`config.mk`:
```
export PLATFORM = sky130hd
export DESIGN_NAME = evmon_unit
export DESIGN_NICKNAME = d
export VERILOG_FILES = /design/src/rtl/evmon_pkg.sv /design/src/rtl/evmon_counter.sv /design/src/rtl/evmon_flags.sv /design/src/rtl/evmon_unit.sv
export SDC_FILE = /design/constraint.sdc
export NUM_CORES = 1
export LEC_CHECK = 0
export BUFFER_PORTS_ARGS = -buffer_cell sky130_fd_sc_hd__buf_2
export CORE_UTILIZATION = 60
export DETAILED_ROUTE_END_ITERATION = 10
export HOLD_SLACK_MARGIN = 0.02
export PLACE_DENSITY = 0.86
export SYNTH_ARGS = -nofsm -noshare
export SYNTH_HDL_FRONTEND = slang
export SYNTH_HIERARCHICAL = 1
export SYNTH_SLANG_ARGS = --single-unit
```
`constraint.sdc`:
```
create_clock -name clk -period 4.3 [get_ports clk]
set_input_delay 1.075 -clock clk [delete_from_list [all_inputs] [get_ports clk]]
set_output_delay 1.075 -clock clk [all_outputs]
set_load 0.005 [all_outputs]
```
`src/rtl/evmon_pkg.sv`:
```
package evmon_pkg;
  localparam int DATA_W = 32;
  localparam int CODE_W = 8;

  // register byte offsets
  localparam int OFS_CTRL = 'h00;
  localparam int OFS_OVF  = 'h04;
  localparam int OFS_IEN  = 'h08;
  localparam int OFS_SEL  = 'h0C;
  localparam int OFS_CYC  = 'h10;  // event counter k sits at OFS_CYC + 4*(k+1)

  // control bit positions
  localparam int B_RUN   = 0;
  localparam int B_EVCLR = 1;
  localparam int B_CYCLR = 2;
  localparam int B_DIV   = 3;

  localparam logic [CODE_W-1:0] CODE_OFF = 8'hFF;
endpackage

```
`src/rtl/evmon_counter.sv`:
```
module evmon_counter #(
  parameter int W = 32
) (
  input  logic         clk,
  input  logic         rst,
  input  logic         clr,
  input  logic         ld,
  input  logic [W-1:0] ld_val,
  input  logic         inc,
  output logic [W-1:0] cnt,
  output logic         wrap
);
  // a wrap only happens when the increment actually lands
  assign wrap = inc && !clr && !ld && (cnt == {W{1'b1}});

  always_ff @(posedge clk) begin
    if (rst)       cnt <= '0;
    else if (clr)  cnt <= '0;
    else if (ld)   cnt <= ld_val;
    else if (inc)  cnt <= cnt + 1'b1;
  end

  p_wrap_zero_r6: assert property (@(posedge clk) disable iff (rst)
    wrap |=> (cnt == '0));
  p_load_wins_r9: assert property (@(posedge clk) disable iff (rst)
    (ld && !clr) |=> (cnt == $past(ld_val)));
  p_hold_r3: assert property (@(posedge clk) disable iff (rst)
    (!inc && !ld && !clr) |=> $stable(cnt));
endmodule

```
`src/rtl/evmon_flags.sv`:
```
module evmon_flags #(
  parameter int N = 5
) (
  input  logic         clk,
  input  logic         rst,
  input  logic [N-1:0] set,
  input  logic         clr_we,
  input  logic [N-1:0] clr_mask,
  input  logic [N-1:0] ien,
  output logic [N-1:0] flags,
  output logic         irq
);
  logic [N-1:0] drop;
  assign drop = clr_we ? clr_mask : '0;

  always_ff @(posedge clk) begin
    if (rst) begin
      flags <= '0;
      irq   <= 1'b0;
    end else begin
      flags <= (flags & ~drop) | set;  // a new wrap outranks a clear
      irq   <= |(flags & ien);
    end
  end

  p_set_kept_r7: assert property (@(posedge clk) disable iff (rst)
    (|set) |=> ((flags & $past(set)) == $past(set)));
  p_clear_r7: assert property (@(posedge clk) disable iff (rst)
    (clr_we && set == '0) |=> ((flags & $past(clr_mask)) == '0));
  p_irq_hi_r8: assert property (@(posedge clk) disable iff (rst)
    (|(flags & ien)) |=> irq);
  p_irq_lo_r8: assert property (@(posedge clk) disable iff (rst)
    !(|(flags & ien)) |=> !irq);
endmodule

```
`src/rtl/evmon_unit.sv`:
```
module evmon_unit
  import evmon_pkg::*;
#(
  parameter int          NUM_EV  = 4,
  parameter int          NUM_SRC = 16,
  parameter int          CYC_DIV = 64,
  parameter int          ADDR_W  = 6,
  parameter logic [7:0]  ID_CODE = 8'hA5
) (
  input  logic               clk,
  input  logic               rst,
  input  logic [ADDR_W-1:0]  bus_addr,
  input  logic               bus_wr,
  input  logic [DATA_W-1:0]  bus_wdata,
  output logic [DATA_W-1:0]  bus_rdata,
  input  logic [NUM_SRC-1:0] ev_in,
  output logic               irq
);
  localparam int NCTR  = NUM_EV + 1;
  localparam int PRE_W = (CYC_DIV > 1) ? $clog2(CYC_DIV) : 1;
  localparam int SEL_W = CODE_W * NUM_EV;

  logic              run_q, div_q;
  logic [PRE_W-1:0]  pre_q;
  logic [NCTR-1:0]   ien_q, ovf, inc, wrap, wr_cnt, ctr_clr;
  logic [SEL_W-1:0]  sel_q;
  logic [DATA_W-1:0] cnt [NCTR];
  logic [255:0]      ev_pad;
  logic              wr_ctrl, wr_ovf, wr_ien, wr_sel, ev_clr, cy_clr, pre_last;
  logic [DATA_W-1:0] rd_mux;
  logic              rd_hit;

  function automatic logic [ADDR_W-1:0] ofs(input int o);
    return ADDR_W'(o);
  endfunction

  assign wr_ctrl  = bus_wr && (bus_addr == ofs(OFS_CTRL));
  assign wr_ovf   = bus_wr && (bus_addr == ofs(OFS_OVF));
  assign wr_ien   = bus_wr && (bus_addr == ofs(OFS_IEN));
  assign wr_sel   = bus_wr && (bus_addr == ofs(OFS_SEL));
  assign ev_clr   = wr_ctrl && bus_wdata[B_EVCLR];
  assign cy_clr   = wr_ctrl && bus_wdata[B_CYCLR];
  assign pre_last = (pre_q == PRE_W'(CYC_DIV - 1));
  assign ev_pad   = 256'(ev_in);

  // cycle counter step: every run edge, or every CYC_DIV-th in divided mode
  assign inc[0]     = run_q && (!div_q || pre_last);
  assign ctr_clr[0] = cy_clr;

  genvar k;
  generate
    for (k = 0; k < NUM_EV; k++) begin : g_ev
      logic [CODE_W-1:0] code;
      assign code         = sel_q[CODE_W*k +: CODE_W];
      assign inc[k+1]     = run_q && (code != CODE_OFF) && (int'(code) < NUM_SRC) && ev_pad[code];
      assign ctr_clr[k+1] = ev_clr;
    end
    for (k = 0; k < NCTR; k++) begin : g_ctr
      assign wr_cnt[k] = bus_wr && (bus_addr == ofs(OFS_CYC + 4 * k));
      evmon_counter #(.W(DATA_W)) u_ctr (
        .clk    (clk),
        .rst    (rst),
        .clr    (ctr_clr[k]),
        .ld     (wr_cnt[k]),
        .ld_val (bus_wdata),
        .inc    (inc[k]),
        .cnt    (cnt[k]),
        .wrap   (wrap[k])
      );
    end
  endgenerate

  evmon_flags #(.N(NCTR)) u_flags (
    .clk      (clk),
    .rst      (rst),
    .set      (wrap),
    .clr_we   (wr_ovf),
    .clr_mask (bus_wdata[NCTR-1:0]),
    .ien      (ien_q),
    .flags    (ovf),
    .irq      (irq)
  );

  always_ff @(posedge clk) begin
    if (rst) begin
      run_q <= 1'b0;
      div_q <= 1'b0;
      pre_q <= '0;
      ien_q <= '0;
      sel_q <= '1;
    end else begin
      if (wr_ctrl) begin
        run_q <= bus_wdata[B_RUN];
        div_q <= bus_wdata[B_DIV];
      end
      if (wr_ien) ien_q <= bus_wdata[NCTR-1:0];
      if (wr_sel) sel_q <= bus_wdata[SEL_W-1:0];
      if (cy_clr)                pre_q <= '0;
      else if (run_q && div_q)   pre_q <= pre_last ? '0 : pre_q + 1'b1;
    end
  end

  always_comb begin
    rd_mux = '0;
    rd_hit = 1'b1;
    if (bus_addr == ofs(OFS_CTRL))
      rd_mux = {ID_CODE, 20'b0, div_q, 2'b0, run_q};
    else if (bus_addr == ofs(OFS_OVF)) rd_mux = DATA_W'(ovf);
    else if (bus_addr == ofs(OFS_IEN)) rd_mux = DATA_W'(ien_q);
    else if (bus_addr == ofs(OFS_SEL)) rd_mux = DATA_W'(sel_q);
    else rd_hit = 1'b0;
    for (int i = 0; i < NCTR; i++) begin
      if (bus_addr == ofs(OFS_CYC + 4 * i)) begin
        rd_mux = cnt[i];
        rd_hit = 1'b1;
      end
    end
  end

  always_ff @(posedge clk) begin
    if (rst) bus_rdata <= '0;
    else     bus_rdata <= rd_mux;
  end

  p_ctrl_view_r2: assert property (@(posedge clk) disable iff (rst)
    (bus_addr == ofs(OFS_CTRL)) |=>
      (bus_rdata[31:24] == ID_CODE && bus_rdata[23:4] == '0 && bus_rdata[2:1] == '0));
  p_unmapped_r10: assert property (@(posedge clk) disable iff (rst)
    !rd_hit |=> (bus_rdata == '0));
  p_stopped_r4: assert property (@(posedge clk) disable iff (rst)
    (!run_q && !wr_cnt[0] && !cy_clr) |=> $stable(cnt[0]));
endmodule

```
==> run summary, run 1 <==
IO Count = 90
H-tree levels = 1
Final nets = 1775
post-route cell area = 15800 um2
Post-DP HPWL = 35300 um
RSZ-0062 raised after global routing = false
WHS Endpoint = pre_q[1]
via/cell ratio = 6.84
status = completed
Post-Syn Area = 14200 um2
post-cts gate resize count = 0
critical path arrival = 3940 ps
WL per Instance = 23.5 um
CTS buffer count = 27
most frequent cells in the layout = dfxtp_1 (243), nand2_1 (181), a21oi_1 (174)
initial antenna violation count = 0
pre-CTS setup slack = 619 ps
DRT iter0 DRCs = 2150
filler instances = 1873
setup slack on the worst flop-to-flop path = 840 ps
CTS sink count = 243
asr flop ratio synth = 0
DR pass1 iterations = 6
Worst Hold Margin = 477 ps
starting density of the core = 0.620
Cell variety after synth = 69
Overflow after GRT = 0
# port buffers = 89
Worst R2R Path Depth = 8
clk slew on worst S/H paths = 70 ps
r2r startpoint = sel_q[18]
Hold Path Depth = 2
number of synthesized flops with an enable pin = 0
hold_sp = pre_q[1]
CTS Hold Bufs = 0
synthesized area per cell = 8.51 um2
vias in the first global route = 12.8k
most common cell after layout, fill and taps aside = dfxtp_1
Leak = 5.71 nW
Syn-to-layout area delta = 10.8%
CP Launch Type = flip-flop
clock buffer depth = 3
Cells after Synth = 1669
peak supply drop = 0.273 mV
DIE AREA = 24300 um2
post-route ant nets = 0
Final Max Slew Viols = 0
slew margin rel. = 0.173
final hold vios = 0
Power Density = 318 nW/um2
fmax = 289 MHz
global-route wire length before repair = 73400 um
max cap viols = 0
Yosys reg bits = 243
crit path max fanout = 7
core area = 22900 um2
Synthesis Warnings = 6
ys flop type = dfxtp_1
Row Count = 55
Residual DRC = 0
CTS tree = done
gp weighted congestion = 1.03
Clock Skew = 19.3 ps
end-of-flow core utilization = 0.687
worst setup path class = reg -> reg
minimum clock period = 3460 ps
DIE WIDTH = 156 um
area leader, netlist = dfxtp_1
via count = 14.0k
final period utilization = 0.804
worst-margin pin slew = 1230 ps
top cell type's share of synthesized area = 0.342
hold crit path type = reg -> reg
Root Buffer = clkbuf_16
Final WS setup = 844 ps
die span in y = 156 um
total negative slack = 0 ps
final WL = 48200 um
largest net degree at the start of global routing = 46
Synth area leaders = dfxtp_1 (34%), a21oi_1 (6.1%), xor2_1 (5.5%)
Post-Syn Nets = 1732
ant diodes = 0
Post-CTS Setup Inserts = 0
DP Area = 14800 um2
Finish-stage setup viols = 0
Setup crit end kind = flip-flop
layout cells sized above 1 = 0.154
FF-to-FF End = g_ctr[3].u_ctr/cnt[20]
clk_lat worst skew = 560 ps
GRT Overall Usage = 0.393
sequential cell area fraction in the yosys report = 0.342
CP required = 4780 ps
-- cells by family after synthesis --
family                     count (synthesis)  synth area share
buffers and inverters                    131            0.0402
adders and majority gates                  6           0.00528
AOI/OAI and AO/OA                        383             0.159
muxes                                     75            0.0930
DFF                                      243             0.342
and+or+nand+nor                          678             0.266
xor gates and xnor gates                 153            0.0943
-- Yosys cell counts, drive strengths merged, types with 7 or more instances --
master / instances
xnor2: 63
a211oi: 13
mux2i: 24
nor3: 32
dfxtp: 243
nand3b: 42
buf: 28
a22oi: 24
nand4: 75
clkbuf: 84
o21ai: 103
and3: 45
nand2: 182
or4: 7
mux4: 41
xor2: 90
a21boi: 7
nand3: 73
mux2: 10
and4: 10
nor3b: 20
inv: 17
o22ai: 22
and2: 19
nor2: 103
nor4: 44
a21oi: 174
-- worst max-delay path: stages (launching register included) --
cell,delay [ps]
dfxtp_1,660
mux4_1,410
mux4_2,300
and3_1,340
nand2_1,250
nor3_1,780
nand4_1,240
xor2_1,210
o31ai_1,180
-- area by class of cell --
| cell class | instances | area, um2 | area share |
|---|---|---|---|
| multi-input cells | 1295 | 8790 | 0.558 |
| flip-flops and latches | 243 | 4860 | 0.309 |
| clock buffers | 37 | 783 | 0.0497 |
| repair buffers | 127 | 731 | 0.0464 |
| well taps | 313 | 392 | 0.0249 |
| clock inverters | 13 | 123 | 0.00779 |
| inverters | 18 | 67.6 | 0.00429 |
-- worst max path at each step --
| stage | end | cells after the start | start | slack, ps |
|---|---|---|---|---|
| floorplan | g_ctr[4].u_ctr/cnt[20] | 8 | ev_in[6] | 960 |
| global placement | g_ctr[3].u_ctr/cnt[10] | 9 | ev_in[4] | 670 |
| detailed placement | g_ctr[3].u_ctr/cnt[20] | 9 | ev_in[5] | 620 |
| CTS | g_ctr[3].u_ctr/cnt[20] | 8 | sel_q[18] | 990 |
| global route | g_ctr[3].u_ctr/cnt[20] | 8 | sel_q[18] | 780 |
| finish | g_ctr[3].u_ctr/cnt[20] | 8 | sel_q[18] | 840 |
-- sequential cells by signal (all words and copies together), names as in the netlist --
register	count
ien_q	5
pre_q	6
run_q	1
div_q	1
u_flags/irq	1
g_ctr.u_ctr/cnt	160
bus_rdata	32
u_flags/flags	5
sel_q	32
-- per-stage QoR --
| stage | power, mW | instances |
|---|---|---|
| finish | 5.01 | 2046 |
| global route | 5.13 | 2046 |
| CTS | 5.00 | 2046 |
| detailed placement | 2.68 | 1996 |
| global placement | 2.67 | 1996 |
| floorplan | 2.53 | 1669 |
-- routing by layer --
metal / vias up / GRT usage / wire length (um)
met3: 243 / 0.0575 / 5160
met2: 987 / 0.587 / 20400
li1: 6234 / - / -
met4: 0 / 0.259 / 3590
met1: 6527 / 0.530 / 19000
met5: - / 0 / 0
-- power by group --
group	internal, mW	leakage (nW)	total [mW]	switching (mW)
sequential	2.27	1.96	2.31	0.0373
combinational	0.120	3.29	0.331	0.211
clock	1.39	0.459	2.37	0.978
total	3.78	5.71	5.01	1.23
No activity file was read; power rests on OpenSTA's default activity.
==> run 2: changes to the inputs <==
CORE_UTILIZATION = 56   (was 60)
PLACE_DENSITY = 0.84   (was 0.86)
clock period = 3 ns   (was 4.3 ns; I/O delays follow)
==> run 2 against run 1 <==
  * Power rose by 47%
  * Final cell count rose by 2.4%
  * Sequential share of layout area fell by 0.75 points
  * Non-clock buffer count rose by 40
  * Clock skew rose by 1.8 ps
  * Worst setup slack got worse by 760 ps
  * Flip-flop and latch count did not move
  * Fmax rose by 19%
  * Worst hold slack improved by 2.6 ps
  * Register-to-register slack got worse by 760 ps
  * Via count barely moved
  * Count of clock-buffer cells in the layout fell by 1
==> run summary, run 2 (synthesis gave the netlist of run 1 again) <==
pre-CTS setup slack = -271 ps
CTS Hold Bufs = 0
DIE AREA = 26000 um2
register area = 4870 um2
Internal = 5.58 mW
CTS tree = done
r2r startpoint = sel_q[26]
worst-margin pin slew = 1310 ps
Post-CTS Setup Inserts = 0
Root Buffer = clkbuf_16
Most flops, register = g_ctr.u_ctr/cnt
Setup crit end kind = flip-flop
clk slew on worst S/H paths = 70 ps
Clk pwr share = 0.483
CTS buffer count = 27
Finish-stage setup viols = 0
CP required = 3400 ps
via count = 14.0k
Leak = 5.93 nW
Power Density = 455 nW/um2
clock buffer depth = 3
crit path max fanout = 6
DRT iter0 DRCs = 1856
FF-to-FF End = g_ctr[4].u_ctr/cnt[28]
core area = 24600 um2
slew margin rel. = 0.122
peak supply drop = 0.465 mV
global-route wire length before repair = 75700 um
clk_lat worst skew = 550 ps
setup slack on the worst flop-to-flop path = 80 ps
Syn-to-layout area delta = 13.7%
final WL = 48700 um
DIE WIDTH = 161 um
final hold vios = 0
fmax = 343 MHz
final period utilization = 0.972
WHS Endpoint = pre_q[1]
filler instances = 2060
critical path arrival = 3320 ps
max FFs per register = 160
largest net degree at the start of global routing = 46
Post-DP HPWL = 35900 um
area of the multi-input gates = 8820 um2
Worst R2R Path Depth = 10
Hold Path Depth = 2
GRT Overall Usage = 0.375
RSZ-0062 raised after global routing = false
post-route ant nets = 0
Sw Share = 0.240
ant diodes = 0
IO Count = 90
Comb pwr share = 0.066
total negative slack = 0 ps
CTS sink count = 243
total power = 7.34 mW
vias in the first global route = 13.1k
Final nets = 1815
via/cell ratio = 6.68
Row Count = 57
switching pwr = 1.76 mW
hold crit path type = reg -> reg
status = completed
WL per Instance = 23.2 um
Residual DRC = 0
largest registers = g_ctr.u_ctr/cnt: 160 flops, bus_rdata: 32 flops, sel_q: 32 flops
starting density of the core = 0.578
gp weighted congestion = 1.05
most common cell after layout, fill and taps aside = dfxtp_1
DR pass1 iterations = 8
H-tree levels = 1
Final WS setup = 83.3 ps
# port buffers = 89
CP Launch Type = flip-flop
initial antenna violation count = 0
Flop pwr share = 0.451
max cap viols = 0
die span in y = 161 um
Final Max Slew Viols = 0
hold_sp = pre_q[1]
most frequent cells in the layout = dfxtp_1 (241), nand2_1 (181), a21oi_1 (174)
minimum clock period = 2920 ps
worst setup path class = reg -> reg
Clock Skew = 21.1 ps
layout cells sized above 1 = 0.178
Overflow after GRT = 0
==> run 2: cell count changes in the layout (fill, tap and decap cells not counted), sizes merged <==
cell	previous run	this run
clkinv	11	9
buf	127	167
clkbuf	37	36
bufinv	2	4
==> run 2: layout make-up <==
cell class,instances,share of cell area
multi-input cells,1295,0.546
flip-flops and latches,243,0.301
repair buffers,167,0.0646
clock buffers,36,0.0476
well taps,324,0.0251
clock inverters,13,0.0107
inverters,18,0.00418
==> run 2: metrics by stage <==
stage | hold slack (ps) | utilization | area (um2) | std cells
2_1_floorplan | 453 | - | 14200 | 1669
3_3_place_gp | 463 | 0.617 | 15200 | 2047
3_5_place_dp | 468 | 0.617 | 15200 | 2047
4_1_cts | 477 | 0.655 | 16100 | 2096
5_1_grt | 514 | 0.656 | 16200 | 2096
6_report | 479 | 0.656 | 16200 | 2096
==> run 2: timing repair <==
item                       4_1_cts  5_1_grt
hold endpoints to repair         0        0
cloned                           0        0
setup endpoints to repair        3       42
resized for setup                2        7
==> run 2: routing by layer <==
layer  wire (um)  global-route usage  up-vias
met4        3330               0.226        0
li1            -                   -     6300
met1       18700               0.496     6568
met2       21400               0.579      921
met3        5270              0.0555      214
met5           0                   0        -
==> run 2: power groups by stage <==
stage          clock network, mW  registers (mW)  logic [mW]
2_1_floorplan                  0            3.36       0.264
3_3_place_gp                   0            3.38       0.459
3_5_place_dp                   0            3.38       0.470
4_1_cts                     3.57            3.31       0.473
5_1_grt                     3.70            3.31       0.513
6_report                    3.55            3.31       0.488
==> run 2: critical path, stage by stage, from the launching register on <==
cell and delay (ps):
dfxtp_1 530, mux4_2 300, mux4_2 230, nor4b_2 220
buf_4 220, nand2_1 90, buf_4 190, nor4_1 500
nand4_1 210, xor2_1 190, a21oi_1 80
==> run 2: worst max path at each step <==
stage	end	start	slack [ps]	cells past startpoint
global placement	g_ctr[2].u_ctr/cnt[30]	bus_addr[2]	-180	8
CTS	g_ctr[1].u_ctr/cnt[13]	sel_q[2]	20	8
detailed placement	g_ctr[2].u_ctr/cnt[23]	ev_in[6]	-270	9
floorplan	g_ctr[1].u_ctr/cnt[30]	bus_addr[4]	210	8
global route	g_ctr[4].u_ctr/cnt[28]	sel_q[26]	20	10
finish	g_ctr[4].u_ctr/cnt[28]	sel_q[26]	80	10
